**src/rtl/gated_clk_oe_pkg.sv**
```systemverilog
package gated_clk_oe_pkg;

    localparam int unsigned SYNC_STAGES_DEFAULT = 3;

    typedef enum logic {
        GATE_PARKED  = 1'b0,
        GATE_RUNNING = 1'b1
    } gate_mode_e;

    typedef struct packed {
        gate_mode_e mode;
    } gate_state_t;

    function automatic logic combine_enables(input logic pin_en, input logic reg_en);
        return pin_en & reg_en;
    endfunction

    function automatic gate_mode_e mode_of(input logic run_req);
        return run_req ? GATE_RUNNING : GATE_PARKED;
    endfunction

endpackage

```
**src/rtl/gated_clk_oe_sync.sv**
```systemverilog
module gated_clk_oe_sync #(
    parameter int unsigned STAGES = gated_clk_oe_pkg::SYNC_STAGES_DEFAULT
) (
    input  logic clk,
    input  logic rst_n,
    input  logic d_async,
    output logic q_sync
);
    localparam int unsigned LAST = STAGES - 1;

    logic [LAST:0] chain;

    always_ff @(posedge clk) begin
        if (!rst_n) chain[0] <= 1'b0;
        else        chain[0] <= d_async;
    end

    generate
        for (genvar s = 1; s < STAGES; s++) begin : g_stage
            always_ff @(posedge clk) begin
                if (!rst_n) chain[s] <= 1'b0;
                else        chain[s] <= chain[s-1];
            end
        end
    endgenerate

    assign q_sync = chain[LAST];
endmodule

```
**src/rtl/gated_clk_oe_gate.sv**
```systemverilog
module gated_clk_oe_gate
    import gated_clk_oe_pkg::*;
(
    input  logic clk,
    input  logic rst_n,
    input  logic run_req,
    output logic clk_gated,
    output logic drive_on
);
    gate_state_t state;

    // Updated only at the falling edge, so the gate changes while clk is low.
    always_ff @(negedge clk) begin
        if (!rst_n) state.mode <= GATE_PARKED;
        else        state.mode <= mode_of(run_req);
    end

    assign drive_on  = (state.mode == GATE_RUNNING);
    assign clk_gated = clk & drive_on;
endmodule

```
**src/rtl/gated_clk_oe.sv**
```systemverilog
module gated_clk_oe #(
    parameter int unsigned SYNC_STAGES = gated_clk_oe_pkg::SYNC_STAGES_DEFAULT
) (
    input  logic ref_clk,
    input  logic rst_n,
    input  logic en_pin,
    input  logic en_reg,
    output logic clk_out,
    output logic drv_en
);
    import gated_clk_oe_pkg::*;

    logic want_async;
    logic want_sync;

    assign want_async = combine_enables(en_pin, en_reg);

    gated_clk_oe_sync #(.STAGES(SYNC_STAGES)) u_sync (
        .clk     (ref_clk),
        .rst_n   (rst_n),
        .d_async (want_async),
        .q_sync  (want_sync)
    );

    gated_clk_oe_gate u_gate (
        .clk       (ref_clk),
        .rst_n     (rst_n),
        .run_req   (want_sync),
        .clk_gated (clk_out),
        .drive_on  (drv_en)
    );
endmodule

```
**config.mk**
```make
export PLATFORM = sky130hd
export DESIGN_NAME = gated_clk_oe
export DESIGN_NICKNAME = d
export VERILOG_FILES = /design/src/rtl/gated_clk_oe_pkg.sv /design/src/rtl/gated_clk_oe_sync.sv /design/src/rtl/gated_clk_oe_gate.sv /design/src/rtl/gated_clk_oe.sv
export SDC_FILE = /design/constraint.sdc
export NUM_CORES = 1
export LEC_CHECK = 0
export BUFFER_PORTS_ARGS = -buffer_cell sky130_fd_sc_hd__buf_4
export CORE_AREA = 8 8 45 47
export CTS_CLUSTER_SIZE = 30
export DETAILED_ROUTE_END_ITERATION = 10
export DIE_AREA = 0 0 53 55
export SYNTH_ARGS = -nofsm -noshare
export SYNTH_HDL_FRONTEND = slang
export SYNTH_SLANG_ARGS = --single-unit
```
**constraint.sdc**
```tcl
create_clock -name ref_clk -period 0.9 [get_ports ref_clk]
set_clock_uncertainty 0.2 [all_clocks]
set_input_delay 0.135 -clock ref_clk [delete_from_list [all_inputs] [get_ports ref_clk]]
set_output_delay 0.135 -clock ref_clk [all_outputs]
set_load 0.01 [all_outputs]
```
==> metrics.txt <==
outcome=finished with violations; violated checks=hold timing, setup timing; top post-synthesis cells by area=dfxtp_1, and2_2, and2_1; antenna-violating nets left=0; Power Dens Cells=2810 nW/um^2; reg-to-reg startpoint=u_sync.q_sync$_SDFF_PN0_; ys flop type=dfxtp_1; CP Class=reg -> out; Synth top cells by count=dfxtp_1, and2_1, and2_2; Total GRT Usage=0.0360; setup_tns=-1.75 ns; sequential element share of the synthesized area=0.681; P_leak=0.114 nW; IO buf count=5; CTS tree=yes; Critical Path Fanout Max=2; Critical Path Start=u_gate.drive_on$_SDFF_NN0_; I/O pin cnt=6; WP data arrival=1.39 ns; Buf/Inv on CP=1; layout cells sized above 1=0.682; RSZ-0062 raised after global routing=true; top-area cell type share of the netlist area=0.681; die footprint=2920 sq um; HP Class=in -> reg; Die Y-Extent=55 um; WP depth=2; DRC errors left=0; net count after synthesis=14; synthesized instance count=10; n_diodes=0; Avg Synthesized Cell Area=11.8 sq um; final worst slack=-0.827 ns; CP required=0.56 ns; initial core utilization=0.0850; WL per Instance=7.42 um; clk_lat worst skew=0.34 ns; Slew Viols, Final=0; met1 global-route usage=0.0182; pin count of the biggest net entering global routing=5; Syn. warnings=0; total grt overflow=0; Max-slew headroom=0.971; EDFF count, synth=0; post-DR vias/cell=2.76; final setup vio count=4; Post-Layout Cell Count=38; GR peak layer=met3; Area Growth Syn to Fin=96.8%; met2 usage=0.0273; #FFs+latches synth=4; final hold vios=3; Synth Cell Area=118 sq um; worst path cell trace=and2_4 > buf_6; synth unique cells=5; Reg2Reg Capture Point=u_gate.drive_on$_SDFF_NN0_; Largest stage delay, worst path=0.30 ns; Post-synth ARST share=0; Worst Setup EP=clk_out; worst-case reg-to-reg path depth=1; Site Rows=14; initial antenna violation count=0; CP startpoint kind=flop; first-pass GRT wire length=545 um; number of hold buffers added after cts=1; DRT Wirelength=282 um; Peak VDD IR=1.01 mV; TritonRoute pass-1 iters=2; Reg2Reg Setup Slack=-0.20 ns; Final Wtd Congestion=0.502; crit end category=output pin; Slowest cell on crit path=dfxtp_2; Crit path max-delay family=flip-flops; vias in the first global route=135; Die Span X=53 um; met3 usage=0.0802; maxcap violations=0; dpl cells=31; count leader, synth=dfxtp_1; DR vias=105; Least-Margin Pin Slew=0.0441 ns; Final Power=0.651 mW; final net count=27; Reg clk slew, reported paths=0.04 ns; Core Area=1380 sq um; hold slack=-0.171 ns; 1st-iter DRT viols=1; largest area contributor in the netlist=dfxtp_1
## worst min-delay path by stage
stage,end,slack (ns),cells after the start,from
after floorplan,clk_out,0.06,1,ref_clk
after global placement,clk_out,0.15,2,ref_clk
after detailed placement,clk_out,0.15,2,ref_clk
after CTS,u_sync.chain[1]$_SDFF_PN0_,-0.18,2,rst_n
after global routing,u_sync.chain[0]$_SDFF_PN0_,-0.18,2,en_pin
final,u_sync.chain[0]$_SDFF_PN0_,-0.17,2,en_reg
## what timing repair did
item | 4_1_cts | 5_1_grt
endpoints found under the hold margin | 3 | 3
endpoints found under the setup margin | 4 | 5
resized for setup | 1 | 0
setup buffers | 0 | 0
## registers in the layout, summed over array words and instances (netlist names)
name	flops
u_gate.drive_on	1
u_sync.chain	2
u_sync.q_sync	1
## kinds of logic after synthesis
family | Yosys count | share of synthesized area
buf+inv | 1 | 0.0319
flops | 4 | 0.681
simple gates | 5 | 0.287
## area by class of cell
class	instances	area [sq um]
well taps	16	20.0
clock buffers	8	60.1
fillers	169	1150
flip-flops and latches	4	81.3
repair buffers	4	30.0
clock inverters	1	3.75
multi-input cells	5	36.3
## report_power, final
group / leakage, nW / switching, mW / internal (mW)
logic: 0.0359 / 0.00345 / 0.0110
registers: 0.0330 / 0.000767 / 0.182
clock network: 0.0446 / 0.131 / 0.322
## cell usage in the layout, fill, tap and decap left out
cell type	netlist	routed
buf_6	0	1
and2_4	0	1
inv_1	1	1
and2_2	2	2
clkbuf_1	0	1
clkbuf_4	0	6
dfxtp_2	0	1
and2_1	2	1
dfxtp_1	4	3
buf_4	0	4
and3_1	1	1
## routing by layer
metal | up-vias | routed length (um)
met5 | - | 0
met4 | 0 | 0
met3 | 0 | 64
met2 | 7 | 93
met1 | 45 | 123
li1 | 53 | -
## stage by stage
stage	setup slack, ns	area (sq um)	utilization	hold WS (ns)
after global routing	-0.874	231	0.167	-0.182
after global placement	-0.426	179	0.129	0.147
final	-0.827	231	0.167	-0.171
after detailed placement	-0.430	179	0.129	0.147
after CTS	-0.846	241	0.175	-0.180
after floorplan	-0.360	121	-	0.0648
No activity file was read; power rests on OpenSTA's default activity.
